**src/rtl/lvl_preempt_pkg.sv**
```systemverilog
package lvl_preempt_pkg;
  parameter int unsigned LVL_W = 8;
  typedef logic [LVL_W-1:0] lvl_t;

  function automatic lvl_t lvl_max(input lvl_t a, input lvl_t b);
    return (a > b) ? a : b;
  endfunction
endpackage

```
**src/rtl/lvl_preempt_arb.sv**
```systemverilog
module lvl_preempt_arb
  import lvl_preempt_pkg::*;
#(
  parameter int NUM_SRC = 8,
  localparam int ID_W = $clog2(NUM_SRC)
) (
  input  logic [NUM_SRC-1:0]       req_pend,
  input  logic [NUM_SRC*LVL_W-1:0] req_lvl,
  input  lvl_t                     thresh,
  input  lvl_t                     cur_lvl,
  output logic                     any_q,
  output logic [ID_W-1:0]          win_id,
  output lvl_t                     win_lvl
);
  lvl_t               eff_thr;
  logic [NUM_SRC-1:0] qual;
  lvl_t               src_lvl [NUM_SRC];

  assign eff_thr = lvl_max(thresh, cur_lvl);

  // a level of 0 can never exceed eff_thr, so it is never qualified
  for (genvar g = 0; g < NUM_SRC; g++) begin : g_src
    assign src_lvl[g] = req_lvl[g*LVL_W +: LVL_W];
    assign qual[g]    = req_pend[g] && (src_lvl[g] > eff_thr);
  end

  // ascending scan with >= lets the higher index win on equal levels
  always_comb begin
    any_q   = 1'b0;
    win_id  = '0;
    win_lvl = '0;
    for (int i = 0; i < NUM_SRC; i++) begin
      if (qual[i] && (!any_q || src_lvl[i] >= win_lvl)) begin
        any_q   = 1'b1;
        win_id  = ID_W'(i);
        win_lvl = src_lvl[i];
      end
    end
  end
endmodule

```
**src/rtl/lvl_preempt_offer.sv**
```systemverilog
module lvl_preempt_offer
  import lvl_preempt_pkg::*;
#(
  parameter int NUM_SRC = 8,
  localparam int ID_W = $clog2(NUM_SRC)
) (
  input  logic            clk,
  input  logic            rst,
  input  logic            gie,
  input  logic            mret,
  input  logic            any_q,
  input  logic [ID_W-1:0] win_id,
  input  lvl_t            win_lvl,
  input  logic            trap_ack,
  output logic            trap_valid,
  output logic [ID_W-1:0] trap_id,
  output lvl_t            trap_lvl,
  output logic            take
);
  assign take = trap_valid && trap_ack;

  always_ff @(posedge clk) begin
    if (rst) begin
      trap_valid <= 1'b0;
      trap_id    <= '0;
      trap_lvl   <= '0;
    end else if (take) begin
      trap_valid <= 1'b0;
    end else if (!trap_valid && gie && any_q && !mret) begin
      trap_valid <= 1'b1;
      trap_id    <= win_id;
      trap_lvl   <= win_lvl;
    end
  end
endmodule

```
**src/rtl/lvl_preempt_ctx.sv**
```systemverilog
module lvl_preempt_ctx
  import lvl_preempt_pkg::*;
#(
  parameter int PC_W = 32
) (
  input  logic            clk,
  input  logic            rst,
  input  logic            take,
  input  lvl_t            take_lvl,
  input  logic [PC_W-1:0] core_pc,
  input  logic            mret,
  input  logic            gie_wr,
  input  logic            gie_wdata,
  input  logic            thresh_wr,
  input  lvl_t            thresh_wdata,
  output lvl_t            cur_lvl,
  output lvl_t            thresh,
  output logic            gie,
  output lvl_t            prev_lvl,
  output logic            prev_gie,
  output logic [PC_W-1:0] epc,
  output logic            resume_valid,
  output logic [PC_W-1:0] resume_pc
);
  always_ff @(posedge clk) begin
    if (rst) begin
      cur_lvl      <= '0;
      thresh       <= '0;
      gie          <= 1'b0;
      prev_lvl     <= '0;
      prev_gie     <= 1'b0;
      epc          <= '0;
      resume_valid <= 1'b0;
      resume_pc    <= '0;
    end else begin
      resume_valid <= 1'b0;
      if (thresh_wr) thresh <= thresh_wdata;
      // entry beats return, return beats a software enable write
      if (take) begin
        prev_lvl <= cur_lvl;
        prev_gie <= gie;
        cur_lvl  <= take_lvl;
        gie      <= 1'b0;
        epc      <= core_pc;
      end else if (mret) begin
        cur_lvl      <= prev_lvl;
        gie          <= prev_gie;
        resume_valid <= 1'b1;
        resume_pc    <= epc;
      end else if (gie_wr) begin
        gie <= gie_wdata;
      end
    end
  end
endmodule

```
**src/rtl/lvl_preempt_ctrl.sv**
```systemverilog
module lvl_preempt_ctrl
  import lvl_preempt_pkg::*;
#(
  parameter int NUM_SRC = 8,
  parameter int PC_W    = 32
) (
  input  logic                         clk,
  input  logic                         rst,
  input  logic                         gie_wr,
  input  logic                         gie_wdata,
  input  logic                         thresh_wr,
  input  logic [LVL_W-1:0]             thresh_wdata,
  input  logic [NUM_SRC-1:0]           req_pend,
  input  logic [NUM_SRC*LVL_W-1:0]     req_lvl,
  input  logic [PC_W-1:0]              core_pc,
  output logic                         trap_valid,
  output logic [$clog2(NUM_SRC)-1:0]   trap_id,
  output logic [LVL_W-1:0]             trap_lvl,
  input  logic                         trap_ack,
  input  logic                         mret,
  output logic                         resume_valid,
  output logic [PC_W-1:0]              resume_pc,
  output logic [LVL_W-1:0]             cur_lvl,
  output logic [LVL_W-1:0]             thresh,
  output logic                         gie,
  output logic [LVL_W-1:0]             prev_lvl,
  output logic                         prev_gie,
  output logic [PC_W-1:0]              epc
);
  localparam int ID_W = $clog2(NUM_SRC);

  logic            any_q;
  logic [ID_W-1:0] win_id;
  lvl_t            win_lvl;
  logic            take;

  lvl_preempt_arb #(.NUM_SRC(NUM_SRC)) u_arb (
    .req_pend (req_pend),
    .req_lvl  (req_lvl),
    .thresh   (thresh),
    .cur_lvl  (cur_lvl),
    .any_q    (any_q),
    .win_id   (win_id),
    .win_lvl  (win_lvl)
  );

  lvl_preempt_offer #(.NUM_SRC(NUM_SRC)) u_offer (
    .clk        (clk),
    .rst        (rst),
    .gie        (gie),
    .mret       (mret),
    .any_q      (any_q),
    .win_id     (win_id),
    .win_lvl    (win_lvl),
    .trap_ack   (trap_ack),
    .trap_valid (trap_valid),
    .trap_id    (trap_id),
    .trap_lvl   (trap_lvl),
    .take       (take)
  );

  lvl_preempt_ctx #(.PC_W(PC_W)) u_ctx (
    .clk          (clk),
    .rst          (rst),
    .take         (take),
    .take_lvl     (trap_lvl),
    .core_pc      (core_pc),
    .mret         (mret),
    .gie_wr       (gie_wr),
    .gie_wdata    (gie_wdata),
    .thresh_wr    (thresh_wr),
    .thresh_wdata (thresh_wdata),
    .cur_lvl      (cur_lvl),
    .thresh       (thresh),
    .gie          (gie),
    .prev_lvl     (prev_lvl),
    .prev_gie     (prev_gie),
    .epc          (epc),
    .resume_valid (resume_valid),
    .resume_pc    (resume_pc)
  );
endmodule

```
**config.mk**
```make
export PLATFORM = sky130hd
export DESIGN_NAME = lvl_preempt_ctrl
export DESIGN_NICKNAME = d
export VERILOG_FILES = /design/src/rtl/lvl_preempt_pkg.sv /design/src/rtl/lvl_preempt_arb.sv /design/src/rtl/lvl_preempt_offer.sv /design/src/rtl/lvl_preempt_ctx.sv /design/src/rtl/lvl_preempt_ctrl.sv
export SDC_FILE = /design/constraint.sdc
export NUM_CORES = 1
export LEC_CHECK = 0
export BUFFER_PORTS_ARGS = -buffer_cell sky130_fd_sc_hd__buf_4
export CORE_ASPECT_RATIO = 1.75
export CORE_UTILIZATION = 25
export CTS_BUF_LIST = sky130_fd_sc_hd__clkbuf_4 sky130_fd_sc_hd__clkbuf_8
export DETAILED_ROUTE_END_ITERATION = 10
export GPL_TIMING_DRIVEN = 0
export MAX_ROUTING_LAYER = met4
export REMOVE_ABC_BUFFERS = 1
export SLEW_MARGIN = 20
export SYNTH_ARGS = -nofsm -noshare
export SYNTH_HDL_FRONTEND = slang
export SYNTH_SLANG_ARGS = --single-unit
```
**constraint.sdc**
```tcl
create_clock -name clk -period 41.3 [get_ports clk]
set_input_delay 4.13 -clock clk [delete_from_list [all_inputs] [get_ports clk]]
set_output_delay 4.13 -clock clk [all_outputs]
set_load 0.005 [all_outputs]
```
Word level (Yosys, flattened, before mapping)
Index checks and enable logic that the tools add are counted.
{"block": "totals", "register_bits": 103, "in_bits": 119, "output_inout_bits": 103, "elab_cells": 97}
{"block": "classes", "magnitude_cmp": 16, "n_mux": 29, "bitwise_logic": 1, "n_reduce_logical": 40}
{"cell": "$mux W8", "count": 11}
{"cell": "$gt A8 B8 Y1", "count": 9}
{"cell": "$ge A8 B8 Y1", "count": 7}
{"cell": "$logic_and A1 B1 Y1", "count": 19}
{"cell": "$mux W1", "count": 12}
{"cell": "$mux W3", "count": 4}
{"cell": "$logic_not A1 Y1", "count": 9}
{"cell": "$logic_or A1 B1 Y1", "count": 7}
{"cell": "$mux W2", "count": 2}
{"cell": "$reduce_and A2 Y1", "count": 2}
{"cell": "$reduce_bool A2 Y1", "count": 2}
{"cell": "$reduce_or A2 Y1", "count": 1}
{"cell": "$not A1 Y1", "count": 1}

Logic depth before layout (Yosys ltp)
Gate-level depths: netlist (run 1).
{"block": "logic_depth", "ltp_word": 36, "ltp_mapped": 99, "depth_no_buf": 89}

By module
From an unflattened synthesis (run 1), not the netlist that was laid out.
{"block": "hier_totals", "hier_cells": 933, "area_unflattened_um2": 8229.1}
{"module": "lvl_preempt_arb", "instances": 1, "cells_per_inst": 540, "area_each_um2": 4396.7, "seq_area_each_um2": 0.0}
{"module": "lvl_preempt_ctx", "instances": 1, "cells_per_inst": 341, "area_each_um2": 3278.1, "seq_area_each_um2": 1821.7}
{"module": "lvl_preempt_offer", "instances": 1, "cells_per_inst": 52, "area_each_um2": 554.3, "seq_area_each_um2": 240.2}

Least setup slack after synthesis (run 1)
No wires, ideal clock.
{"block": "synth_path", "path_type": "input port to flip-flop", "startpoint": "in req_lvl[7]", "endpoint": "reg u_offer.trap_lvl[0]", "setup_time_ns": 0.144, "arrival_time_ns": 19.037, "t_required_ns": 41.156, "path_slack_ns": 22.120, "path_stages": 86, "n_path_buf": 5, "path_cell_list": "ha_1 a21oi_1 o21ai_0 a311oi_1 and2_1 a221oi_1 clkbuf_1 nand3_1 inv_1 ha_1 nand2b_1 a21o_1 a21oi_1 o21ai_0 o22ai_1 nor4_1 o32ai_1 ha_1 [50 not listed] a21oi_1 o31ai_1 nand2_1 mux2_2 ha_1 nand2b_1 a21o_1 a21o_1 a21o_1 a21oi_1 o21ai_0 o2111ai_1 o41ai_4 a21o_1 buf_6 buf_12 nor3_1 o32ai_2"}
{"block": "synth_between", "elab_chain_cells": 34, "elab_cells_between_ends": 49, "cone_classes": "order compare: 8; mux: 16; reduce/logical: 25"}
{"element": "start: declaration", "line_no": "lvl_preempt_ctrl.sv:14", "source": "input logic [NUM_SRC*LVL_W-1:0] req_lvl,"}
{"element": "$gt A8 B8 Y1", "line_no": "lvl_preempt_arb.sv:24", "source": "assign qual[g] = req_pend[g] && (src_lvl[g] > eff_thr);"}
{"element": "$logic_and A1 B1 Y1", "line_no": "lvl_preempt_arb.sv:24"}
{"element": "$mux W8 or $mux W1 (tied branches)", "line_no": "lvl_preempt_arb.sv:33", "source": "if (qual[i] && (!any_q || src_lvl[i] >= win_lvl)) begin"}
{"element": "$ge A8 B8 Y1 or $logic_not A1 Y1 (tied branches)", "line_no": "lvl_preempt_arb.sv:33"}
{"element": "$logic_or A1 B1 Y1", "line_no": "lvl_preempt_arb.sv:33"}
{"element": "$logic_and A1 B1 Y1", "line_no": "lvl_preempt_arb.sv:33"}
{"element": "$mux W8 or $mux W1 (tied branches)", "line_no": "lvl_preempt_arb.sv:33"}
{"element": "$ge A8 B8 Y1 or $logic_not A1 Y1 (tied branches)", "line_no": "lvl_preempt_arb.sv:33"}
{"element": "[17 not listed]"}
{"element": "$logic_and A1 B1 Y1", "line_no": "lvl_preempt_arb.sv:33"}
{"element": "$mux W8 or $mux W1 (tied branches)", "line_no": "lvl_preempt_arb.sv:33"}
{"element": "$ge A8 B8 Y1 or $logic_not A1 Y1 (tied branches)", "line_no": "lvl_preempt_arb.sv:33"}
{"element": "$logic_or A1 B1 Y1", "line_no": "lvl_preempt_arb.sv:33"}
{"element": "$logic_and A1 B1 Y1", "line_no": "lvl_preempt_arb.sv:33"}
{"element": "$mux W1", "line_no": "lvl_preempt_arb.sv:33"}
{"element": "$logic_and A1 B1 Y1 (2 in a row)", "line_no": "lvl_preempt_offer.sv:29", "source": "end else if (!trap_valid && gie && any_q && !mret) begin"}
{"element": "$reduce_and A2 Y1 (no source line)"}
{"element": "end signal: assignment", "line_no": "lvl_preempt_offer.sv:32", "source": "trap_lvl <= win_lvl;"}
{"element": "end: declaration", "line_no": "lvl_preempt_offer.sv:17", "source": "output lvl_t trap_lvl,"}
Several ways; a longest one is shown, not always the timed one.
A chain may end at the register's enable or synchronous reset.

Final worst setup path (run 1)
{"block": "layout_path", "startpoint": "in req_lvl[7]", "endpoint": "reg u_offer.trap_id[2]"}
{"block": "layout_between", "elab_chain_cells": 34, "elab_cells_between_ends": 52, "cone_classes": "order compare: 8; mux: 19; reduce/logical: 25"}
{"element": "$gt A8 B8 Y1", "line_no": "lvl_preempt_arb.sv:24"}
{"element": "$logic_and A1 B1 Y1", "line_no": "lvl_preempt_arb.sv:24"}
{"element": "$mux W8 or $mux W1 (tied branches)", "line_no": "lvl_preempt_arb.sv:33"}
{"element": "$ge A8 B8 Y1 or $logic_not A1 Y1 (tied branches)", "line_no": "lvl_preempt_arb.sv:33"}
{"element": "$logic_or A1 B1 Y1", "line_no": "lvl_preempt_arb.sv:33"}
{"element": "$logic_and A1 B1 Y1", "line_no": "lvl_preempt_arb.sv:33"}
{"element": "$mux W8 or $mux W1 (tied branches)", "line_no": "lvl_preempt_arb.sv:33"}
{"element": "$ge A8 B8 Y1 or $logic_not A1 Y1 (tied branches)", "line_no": "lvl_preempt_arb.sv:33"}
{"element": "[17 not listed]"}
{"element": "$logic_and A1 B1 Y1", "line_no": "lvl_preempt_arb.sv:33"}
{"element": "$mux W8 or $mux W1 (tied branches)", "line_no": "lvl_preempt_arb.sv:33"}
{"element": "$ge A8 B8 Y1 or $logic_not A1 Y1 (tied branches)", "line_no": "lvl_preempt_arb.sv:33"}
{"element": "$logic_or A1 B1 Y1", "line_no": "lvl_preempt_arb.sv:33"}
{"element": "$logic_and A1 B1 Y1", "line_no": "lvl_preempt_arb.sv:33"}
{"element": "$mux W1", "line_no": "lvl_preempt_arb.sv:33"}
{"element": "$logic_and A1 B1 Y1 (2 in a row)", "line_no": "lvl_preempt_offer.sv:29"}
{"element": "$reduce_and A2 Y1 (no source line)"}
{"element": "end signal: assignment", "line_no": "lvl_preempt_offer.sv:31", "source": "trap_id <= win_id;"}
{"element": "end: declaration", "line_no": "lvl_preempt_offer.sv:16", "source": "output logic [ID_W-1:0] trap_id,"}
Several ways; a longest one is shown, not always the timed one.

==> results.json, run 1 <==
{
  "wl_per_cell_um": 18.2,
  "setup.worst_path.end": "u_offer.trap_id[2]",
  "reg2reg_to": "u_offer.trap_id[2]",
  "p_leak_nw": 4.47,
  "relSlewSlack_pct": 27.0,
  "post_cts_buffers": 0,
  "p_per_area_nw_per_um2": 30.1,
  "grt_max_degree": 98,
  "grt_setup_unrepaired": "no",
  "grt_first_pass_wirelength_um": 45400,
  "synthTopCellsByCount": "175 x nand2_1, 120 x ha_1, 117 x a21oi_1",
  "ant_nets": 0,
  "synth_top_area_share_pct": 25.3,
  "synthDistinctLibCells": 76,
  "whs_ns": 0.460,
  "slowest_stage": "nor4_2",
  "period_minus_slack_ns": 23.05,
  "vias": 8244,
  "finalHoldViolations": 0,
  "clk_latency_ns": 0.40,
  "setup_tns_ns": 0,
  "initial_utilization_pct": 25.4,
  "cpPeakStageDelay_ns": 0.74,
  "synth_edf_count": 0,
  "die_w_um": 138,
  "cts.sinks": 103,
  "r2r_start": "u_ctx.cur_lvl[1]",
  "dp_hpwl_um": 23500,
  "ioPinCount": 222,
  "area_growth_pct": 27.1,
  "synth_most_common_cell": "nand2_1",
  "dpl_cell_area_um2": 10200,
  "yosysWarningCount": 0,
  "layout-drive-gt1-share_pct": 24.1,
  "grt_remaining_overflow": 0,
  "portBuffers": 221,
  "postCtsResizedCells": 0,
  "timing.reg2reg.setup_slack_ns": 19.32,
  "end_kind": "flip-flop",
  "syn_area_um2": 8140,
  "startpoint": "req_lvl[7]",
  "cts.reportedPaths.clkPinSlew_ns": 0.10,
  "crit_top_cell": "a21o_1",
  "reg2reg_depth": 88,
  "max-vdd-ir-drop_v": 0.0000275,
  "die-area_um2": 33300,
  "status": "complete, but fails checks",
  "arrival_ns": 23.30,
  "wl_um": 29500,
  "coreArea_um2": 32100,
  "hold_class": "reg -> reg",
  "yosysTopAreaCell": "dfxtp_1",
  "grt_pass1_vias": 8171,
  "worstSetupStartpointType": "input pin",
  "cp.required_ns": 41.55,
  "num_rows": 87,
  "netlist_instances": 1029,
  "syn_area_per_cell_um2": 7.91,
  "grt_util_all_layers_pct": 18.3,
  "gp_congestion": 0.915,
  "min_period_over_period_pct": 55.8,
  "cap_violations": 0,
  "synth_area_leaders": "dfxtp_1 25%, ha_1 18%, nand2_1 8.1%",
  "violations": "design-rule violations",
  "synthFlopType": "dfxtp_1",
  "setup_slack_ns": 18.25,
  "timing.fmax_mhz": 43.4,
  "tightestPinTransition_ns": 1.09,
  "final_net_count": 1450,
  "yosys_register_bits": 103,
  "synthArstFlopShare_pct": 0,
  "cts.root.buffer_cell": "clkbuf_8",
  "stdcell_area_um2": 10400,
  "first_pass_iters": 8,
  "antenna_found_initial": 1,
  "dp_slack_ns": 18.01,
  "slew_violations": 0,
  "cp_max_fo": 24,
  "vias_per_cell": 5.10,
  "seq_area_frac_synth_pct": 25.3,
  "first_iter_violations": 353,
  "criticalPathCategory": "in -> reg",
  "drcViolationCount": 24,
  "clockBufferDepth": 2,
  "cts_made_buffers": 9,
  "setup_viol": 0,
  "cts-htree-levels": 3,
  "cts_hold_buf": 0,
  "die_h_um": 241,
  "clock_skew_ns": 0.00853,
  "cts_tree": "done"
}
-- layout by cell type, fill, tap and decap left out, drive strengths merged, types with 13 or more instances in the layout --
cell and instances:
a211oi 16, o211ai 13, nand3 33, nor2 62, dfxtp 103, o21ai 22
a21oi 117, nand2 177, ha 120, buf 226, nand4 17, inv 64
a21o 29, mux2i 24, nor3 16
-- cells by family (layout without fill, tap and decap cells) --
family / after synthesis / after routing / share of synthesized area [%]
DFF: 103 / 103 / 25.3
buffers and inverters: 116 / 303 / 5.85
AOI/OAI and AO/OA: 284 / 284 / 24.8
muxes: 33 / 33 / 4.19
xor gates and xnor gates: 1 / 1 / 0.108
and+or+nand+nor: 372 / 372 / 21.3
other: 0 / 1 / 0
adders and majority gates: 120 / 120 / 18.4
-- power breakdown --
group          leakage (nW)  switching, W  total [W]  internal [W]
sequential            0.832    0.00000176   0.000102      0.000101
combinational          3.54     0.0000845   0.000145     0.0000605
clock                0.0992     0.0000394  0.0000640     0.0000246
total                  4.47      0.000126   0.000311      0.000186
-- critical path, delay by kind of cell --
family / cells / cell delay (ns)
AOI/OAI and AO/OA: 49 / 11.11
and+or+nand+nor: 19 / 4.39
adders and majority gates: 8 / 2.40
muxes: 2 / 0.78
buffers and inverters: 3 / 0.47
-- layout make-up --
cell class | count | area, um2
Tap cell | 400 | 500
Fill cell | 3432 | 21800
Clock buffer | 10 | 138
Clock inverter | 6 | 51.3
Antenna cell | 1 | 2.50
Timing Repair Buffer | 226 | 1710
Sequential cell | 103 | 2060
Inverter | 61 | 229
Multi-Input combinational cell | 810 | 5660
-- worst min path at each step --
stage | start | cells after the start | end | slack (ns)
global route | u_ctx.resume_pc[14] | 2 | u_ctx.resume_pc[14] | 0.48
detailed placement | u_ctx.resume_pc[3] | 2 | u_ctx.resume_pc[3] | 0.45
floorplan | u_ctx.resume_pc[0] | 2 | u_ctx.resume_pc[0] | 0.45
global placement | u_ctx.resume_pc[23] | 2 | u_ctx.resume_pc[23] | 0.44
finish | u_ctx.resume_pc[22] | 2 | u_ctx.resume_pc[22] | 0.46
CTS | u_ctx.resume_pc[3] | 2 | u_ctx.resume_pc[3] | 0.46
-- sequential cells by signal, summed over array words and instances, names as in the netlist, 3 cells and up --
name              flops
u_offer.trap_id       3
u_ctx.epc            32
u_offer.trap_lvl      8
u_ctx.resume_pc      32
u_ctx.prev_lvl        8
u_ctx.cur_lvl         8
u_ctx.thresh          8
-- routing by layer --
layer | global-route usage, % | up-vias | part of all wire [%]
li1 | - | 4082 | -
met5 | - | - | 0
met2 | 34.3 | 277 | 52
met1 | 17.7 | 3817 | 36
met3 | 3.47 | 68 | 6.4
met4 | 9.70 | 0 | 4.7
-- per-stage QoR --
stage	instances	total power (W)	util (%)
after floorplan	974	0.000199	-
after global placement	1595	0.000244	31.3
after detailed placement	1600	0.000249	31.6
after CTS	1616	0.000315	32.2
after global routing	1617	0.000334	32.2
final	1617	0.000311	32.2
Note: power is estimated with default switching activity, not from simulation.
==> inputs of run 2 (changes only) <==
==> constraint.sdc (replaced) <==
create_clock -name clk -period 20.3 [get_ports clk]
set_input_delay 2.03 -clock clk [delete_from_list [all_inputs] [get_ports clk]]
set_output_delay 2.03 -clock clk [all_outputs]
set_load 0.005 [all_outputs]
==> results.json, run 2 (synthesized netlist as in run 1, its figures left out) <==
{
  "status": "complete, but fails checks",
  "violations": "design-rule violations",
  "num_rows": 87,
  "dp_hpwl_um": 23500,
  "power_frac_comb_pct": 48.3,
  "worstHoldPathCells": 2,
  "layout-drive-gt1-share_pct": 26.2,
  "top_regs": "u_ctx.epc: 32 flops, u_ctx.resume_pc: 32 flops",
  "startpoint": "u_ctx.cur_lvl[1]",
  "slew_violations": 0,
  "multi_input_area_um2": 5820,
  "r2r_start": "u_ctx.cur_lvl[1]",
  "cts_hold_buf": 0,
  "arrival_ns": 19.61,
  "first_iter_violations": 336,
  "wl_um": 30000,
  "layout_common_cells": "236 x buf_4, 172 x nand2_1, 120 x ha_1",
  "ant_nets": 0,
  "period_minus_slack_ns": 19.35,
  "timing.reg2reg.setup_slack_ns": 0.95,
  "min_to": "u_ctx.resume_pc[22]",
  "cts_made_buffers": 9,
  "grt_remaining_overflow": 0,
  "cts-htree-levels": 3,
  "worstSetupStartpointType": "flip-flop",
  "layout_commonest_cell": "buf_4",
  "vias_per_cell": 5.08,
  "slowest_stage": "dfxtp_2",
  "gp_congestion": 0.915,
  "max-vdd-ir-drop_v": 0.0000555,
  "portBuffers": 221,
  "cap_violations": 0,
  "grt_util_all_layers_pct": 18.4,
  "ioPinCount": 222,
  "seqPwrFrac_pct": 31.9,
  "power.switching_w": 0.000265,
  "setup_viol": 0,
  "final_util_pct": 33.1,
  "clk_latency_ns": 0.40,
  "cp.required_ns": 20.56,
  "clockBufferDepth": 2,
  "clock_skew_ns": 0.0113,
  "hold_class": "reg -> reg",
  "die-area_um2": 33300,
  "cpPeakStageDelay_ns": 0.43,
  "grt_max_degree": 98,
  "criticalPathCategory": "reg -> reg",
  "cts.reportedPaths.clkPinSlew_ns": 0.10,
  "p_leak_nw": 4.55,
  "end_kind": "flip-flop",
  "reg2reg_to": "u_offer.trap_lvl[4]",
  "ff_latch_area_um2": 2070,
  "hp-start": "u_ctx.resume_pc[22]",
  "cts.sinks": 103,
  "cts.root.buffer_cell": "clkbuf_8",
  "internal_power_w": 0.000390,
  "dp_slack_ns": -1.65,
  "min_period_over_period_pct": 95.3,
  "switching_share_pct": 40.4,
  "crit_top_cell": "a21o_1",
  "coreArea_um2": 32100,
  "timing.fmax_mhz": 51.7,
  "cp_max_fo": 18,
  "area_growth_pct": 30.3,
  "reg2reg_depth": 89,
  "initial_utilization_pct": 25.4,
  "drcViolationCount": 24,
  "setup_slack_ns": 0.948,
  "die_w_um": 138,
  "relSlewSlack_pct": 27.8,
  "fillers": 3433,
  "vias": 8285,
  "wl_per_cell_um": 18.4,
  "grt_first_pass_wirelength_um": 45600,
  "cts_tree": "done",
  "first_pass_iters": 8,
  "p_per_area_nw_per_um2": 61.6,
  "tightestPinTransition_ns": 1.08,
  "die_h_um": 241,
  "finalHoldViolations": 0,
  "antenna_found_initial": 1,
  "grt_pass1_vias": 8199,
  "grt_setup_unrepaired": "no",
  "final_net_count": 1463,
  "clock_power_share_pct": 19.9
}
-- run 2: cell types whose count changed in the layout (fill, tap and decap cells not counted), moves of 2 or more --
| cell | delta |
|---|---|
| buf_4 | +13 |
| dfxtp_2 | +3 |
| mux2i_4 | +6 |
| dfxtp_1 | -3 |
| mux2i_2 | -5 |
| and2_1 | -2 |
| and2_4 | +2 |
-- run 2: worst max path at each step --
stage | slack [ns] | end
global route | 0.002 | u_offer.trap_lvl[4]
detailed placement | -1.65 | u_offer.trap_id[2]
CTS | 0.002 | u_offer.trap_id[2]
floorplan | 2.11 | u_offer.trap_lvl[4]
finish | 0.95 | u_offer.trap_lvl[4]
global placement | -3.65 | u_offer.trap_id[2]
-- run 2: power by group through the flow --
stage          Sequential, W  Clock (W)  Combinational (W)
6_report            0.000208   0.000130           0.000316
5_1_grt             0.000209   0.000142           0.000350
4_1_cts             0.000209   0.000138           0.000301
3_5_place_dp        0.000213          0           0.000293
3_3_place_gp        0.000213          0           0.000284
2_1_floorplan       0.000212          0           0.000193
-- run 2: layout make-up --
cell class / instances / share of cell area (%)
clock buffer: 10 / 1.30
inverter: 61 / 2.16
tap: 400 / 4.72
clock inverter: 6 / 0.483
antenna: 1 / 0.0236
timing repair buffer: 239 / 17.0
multi-input combinational: 810 / 54.8
sequential: 103 / 19.5
-- run 2: metrics by stage --
| step | instances | hold WS (ns) | instance area (um2) | power [W] | setup TNS (ns) |
|---|---|---|---|---|---|
| after floorplan | 974 | 0.447 | 7900 | 0.000405 | 0 |
| after global placement | 1595 | 0.443 | 10100 | 0.000497 | -39.27 |
| after detailed placement | 1600 | 0.447 | 10200 | 0.000506 | -17.16 |
| after CTS | 1622 | 0.461 | 10500 | 0.000647 | 0 |
| after global routing | 1630 | 0.477 | 10600 | 0.000701 | 0 |
| final | 1630 | 0.460 | 10600 | 0.000654 | 0 |
-- run 2: repair_timing --
action / in CTS / in global routing
setup endpoints to repair: 11 / 11
pin swaps: 1 / 3
setup buffers: 6 / 7
resized for setup: 14 / 18
gates cloned: 0 / 0
-- run 2: routing by layer --
layer,up-vias,track usage (%),wire (um)
met2,255,34.4,15700
met4,0,9.60,1430
met3,67,3.29,1800
met5,-,-,0
met1,3860,18.1,11100
li1,4103,-,-
-- run 2: critical path: cells and delay by family, from the launching register on --
family	cells	cell delay, ns
mux	4	1.35
flops	1	0.43
buf+inv	5	0.64
fa+ha+maj	9	2.46
simple gates	18	3.05
compound gates	53	11.20
==> inputs of run 3 (changes only) <==
--- a/config.mk
+++ b/config.mk
@@ -5,6 +5,7 @@
 export SDC_FILE = /design/constraint.sdc
 export NUM_CORES = 1
 export LEC_CHECK = 0
+export ABC_AREA = 1
 export BUFFER_PORTS_ARGS = -buffer_cell sky130_fd_sc_hd__buf_4
 export CORE_ASPECT_RATIO = 1.75
 export CORE_UTILIZATION = 25
==> constraint.sdc (replaced) <==
create_clock -name clk -period 21.8 [get_ports clk]
set_input_delay 2.18 -clock clk [delete_from_list [all_inputs] [get_ports clk]]
set_output_delay 2.18 -clock clk [all_outputs]
set_load 0.005 [all_outputs]
==> results.json, run 3 <==
{
  "min_to": "u_ctx.resume_pc[19]",
  "r2r_start": "u_ctx.cur_lvl[2]",
  "antenna_found_initial": 1,
  "gp_congestion": 0.858,
  "period_minus_slack_ns": 16.27,
  "area_growth_pct": 28.9,
  "first_iter_violations": 313,
  "seq_area_frac_synth_pct": 26.3,
  "stdcell_area_um2": 10100,
  "cp.required_ns": 22.08,
  "status": "completed",
  "wl_per_cell_um": 16.1,
  "slowest_stage": "o21ai_2",
  "layout_commonest_cell": "buf_4",
  "ant_nets": 0,
  "hp-start": "u_ctx.epc[19]",
  "end_kind": "flip-flop",
  "grt_pass1_vias": 7820,
  "grt_remaining_overflow": 0,
  "dpl.cell_count": 1701,
  "tightestPinTransition_ns": 0.998,
  "yosysTopAreaCell": "dfxtp_1",
  "cp_num_buf_inv": 8,
  "final_net_count": 1560,
  "synth_top_area_share_pct": 26.3,
  "yosysWarningCount": 0,
  "setup_viol": 0,
  "synth_edf_count": 0,
  "multi_input_area_um2": 5150,
  "syn_area_um2": 7840,
  "cpPeakStageDelay_ns": 0.62,
  "cap_violations": 0,
  "arrival_ns": 16.56,
  "wl_um": 27600,
  "final_util_pct": 32.8,
  "clock_skew_ns": 0.00884,
  "cts.root.buffer_cell": "clkbuf_8",
  "clk_latency_ns": 0.39,
  "layout_common_cells": "224 x buf_4, 213 x nand2_1, 123 x nand3_1",
  "min_period_over_period_pct": 74.6,
  "cts_hold_buf": 0,
  "criticalPathCategory": "reg -> reg",
  "grt_setup_unrepaired": "no",
  "worstHoldPathCells": 2,
  "dpl_cell_area_um2": 9920,
  "p_leak_nw": 5.18,
  "finalHoldViolations": 0,
  "cts_made_buffers": 9,
  "cp_max_fo": 18,
  "portBuffers": 221,
  "post_cts_buffers": 0,
  "cp_num_cells": 102,
  "fillers": 3392,
  "num_rows": 85,
  "setup_tns_ns": 0,
  "crit_family": "compound AO/OA/AOI/OAI gates",
  "first_pass_iters": 5,
  "reg2reg_depth": 102,
  "hold_class": "reg -> reg",
  "grt_max_degree": 100,
  "slew_violations": 0,
  "ioPinCount": 222,
  "synthDistinctLibCells": 46,
  "netlist_instances": 1119,
  "top_regs": "u_ctx.epc: 32 flops, u_ctx.resume_pc: 32 flops",
  "drcViolationCount": 0,
  "p_per_area_nw_per_um2": 74.2,
  "dp_hpwl_um": 22500,
  "fin_cells": 1717,
  "die-area_um2": 32100,
  "vias": 8194,
  "die_w_um": 136,
  "synthTopCellsByCount": "214 x nand2_1, 123 x nand3_1, 120 x ha_1",
  "synth_area_leaders": "dfxtp_1 26%, ha_1 19%, nand2_1 10%",
  "crit_top_cell": "nand2_1",
  "synthArstFlopShare_pct": 0,
  "cts.sinks": 103,
  "synth_most_common_cell": "nand2_1",
  "postCtsResizedCells": 0,
  "max-vdd-ir-drop_v": 0.0000452,
  "grt_first_pass_wirelength_um": 41600,
  "relSlewSlack_pct": 33.2,
  "cts.reportedPaths.clkPinSlew_ns": 0.10,
  "initial_utilization_pct": 25.4,
  "cts-htree-levels": 3,
  "ff_latch_area_um2": 2060,
  "reg2reg_to": "u_offer.trap_id[0]",
  "grt_util_all_layers_pct": 17.6,
  "vias_per_cell": 4.77,
  "yosys_register_bits": 103,
  "timing.reg2reg.setup_slack_ns": 5.53,
  "timing.fmax_mhz": 61.5,
  "cts_tree": "done",
  "synthFlopType": "dfxtp_1",
  "worstSetupStartpointType": "flip-flop",
  "die_h_um": 236,
  "coreArea_um2": 30800,
  "clockBufferDepth": 2,
  "syn_area_per_cell_um2": 7.01,
  "layout-drive-gt1-share_pct": 23.3
}
[run 3: power breakdown]
| group | internal (W) | switching (W) |
|---|---|---|
| Sequential | 0.000196 | 0.00000630 |
| Combinational | 0.000169 | 0.000256 |
| Clock | 0.0000543 | 0.0000682 |
| Total | 0.000419 | 0.000331 |
[run 3: tightest hold or removal path, cell delays in order (launching register included)]
cell and delay (ns):
dfxtp_1 0.33, nand2_1 0.06, nand2_1 0.04
[run 3: area by class of cell]
class	count	area share (%)
well taps	391	4.84
inverters	126	4.77
clock inverters	5	0.569
diodes	1	0.0248
flip-flops and latches	103	20.4
repair buffers	227	17.1
multi-input cells	854	51.0
clock buffers	10	1.30
[run 3: how the worst max path moves through the flow]
stage | end | slack (ns) | startpoint
2_1_floorplan | u_offer.trap_id[1] | 7.75 | req_lvl[7]
3_3_place_gp | u_offer.trap_id[0] | 4.74 | u_ctx.cur_lvl[2]
3_5_place_dp | u_offer.trap_id[0] | 5.37 | req_lvl[5]
4_1_cts | u_offer.trap_id[0] | 5.46 | u_ctx.cur_lvl[2]
5_1_grt | u_offer.trap_id[0] | 3.87 | u_ctx.cur_lvl[2]
6_report | u_offer.trap_id[0] | 5.53 | u_ctx.cur_lvl[2]
[run 3: cells by family after synthesis]
logic type      Yosys count  share of synthesized area [%]
simple gates            519                           30.5
fa+ha+maj               120                           19.1
flops                   103                           26.3
compound gates          215                           15.7
buf+inv                 162                           8.28
[run 3: routing by layer]
layer  routed length (um)  share of wire [%]  vias up  track usage, %
met5                    0                  0        -               -
met4                  992                3.6        0            7.07
met3                 1270                4.6       48            2.11
met2                14500                 53      238            32.9
met1                10800                 39     3747            18.1
li1                     -                  -     4161               -
[run 3: through the flow]
step	hold WS [ns]	setup WS, ns	power [W]
floorplan	0.457	7.75	0.000498
global placement	0.452	4.74	0.000617
detailed placement	0.458	5.37	0.000634
CTS	0.471	5.46	0.000761
global route	0.491	3.87	0.000828
finish	0.469	5.53	0.000750
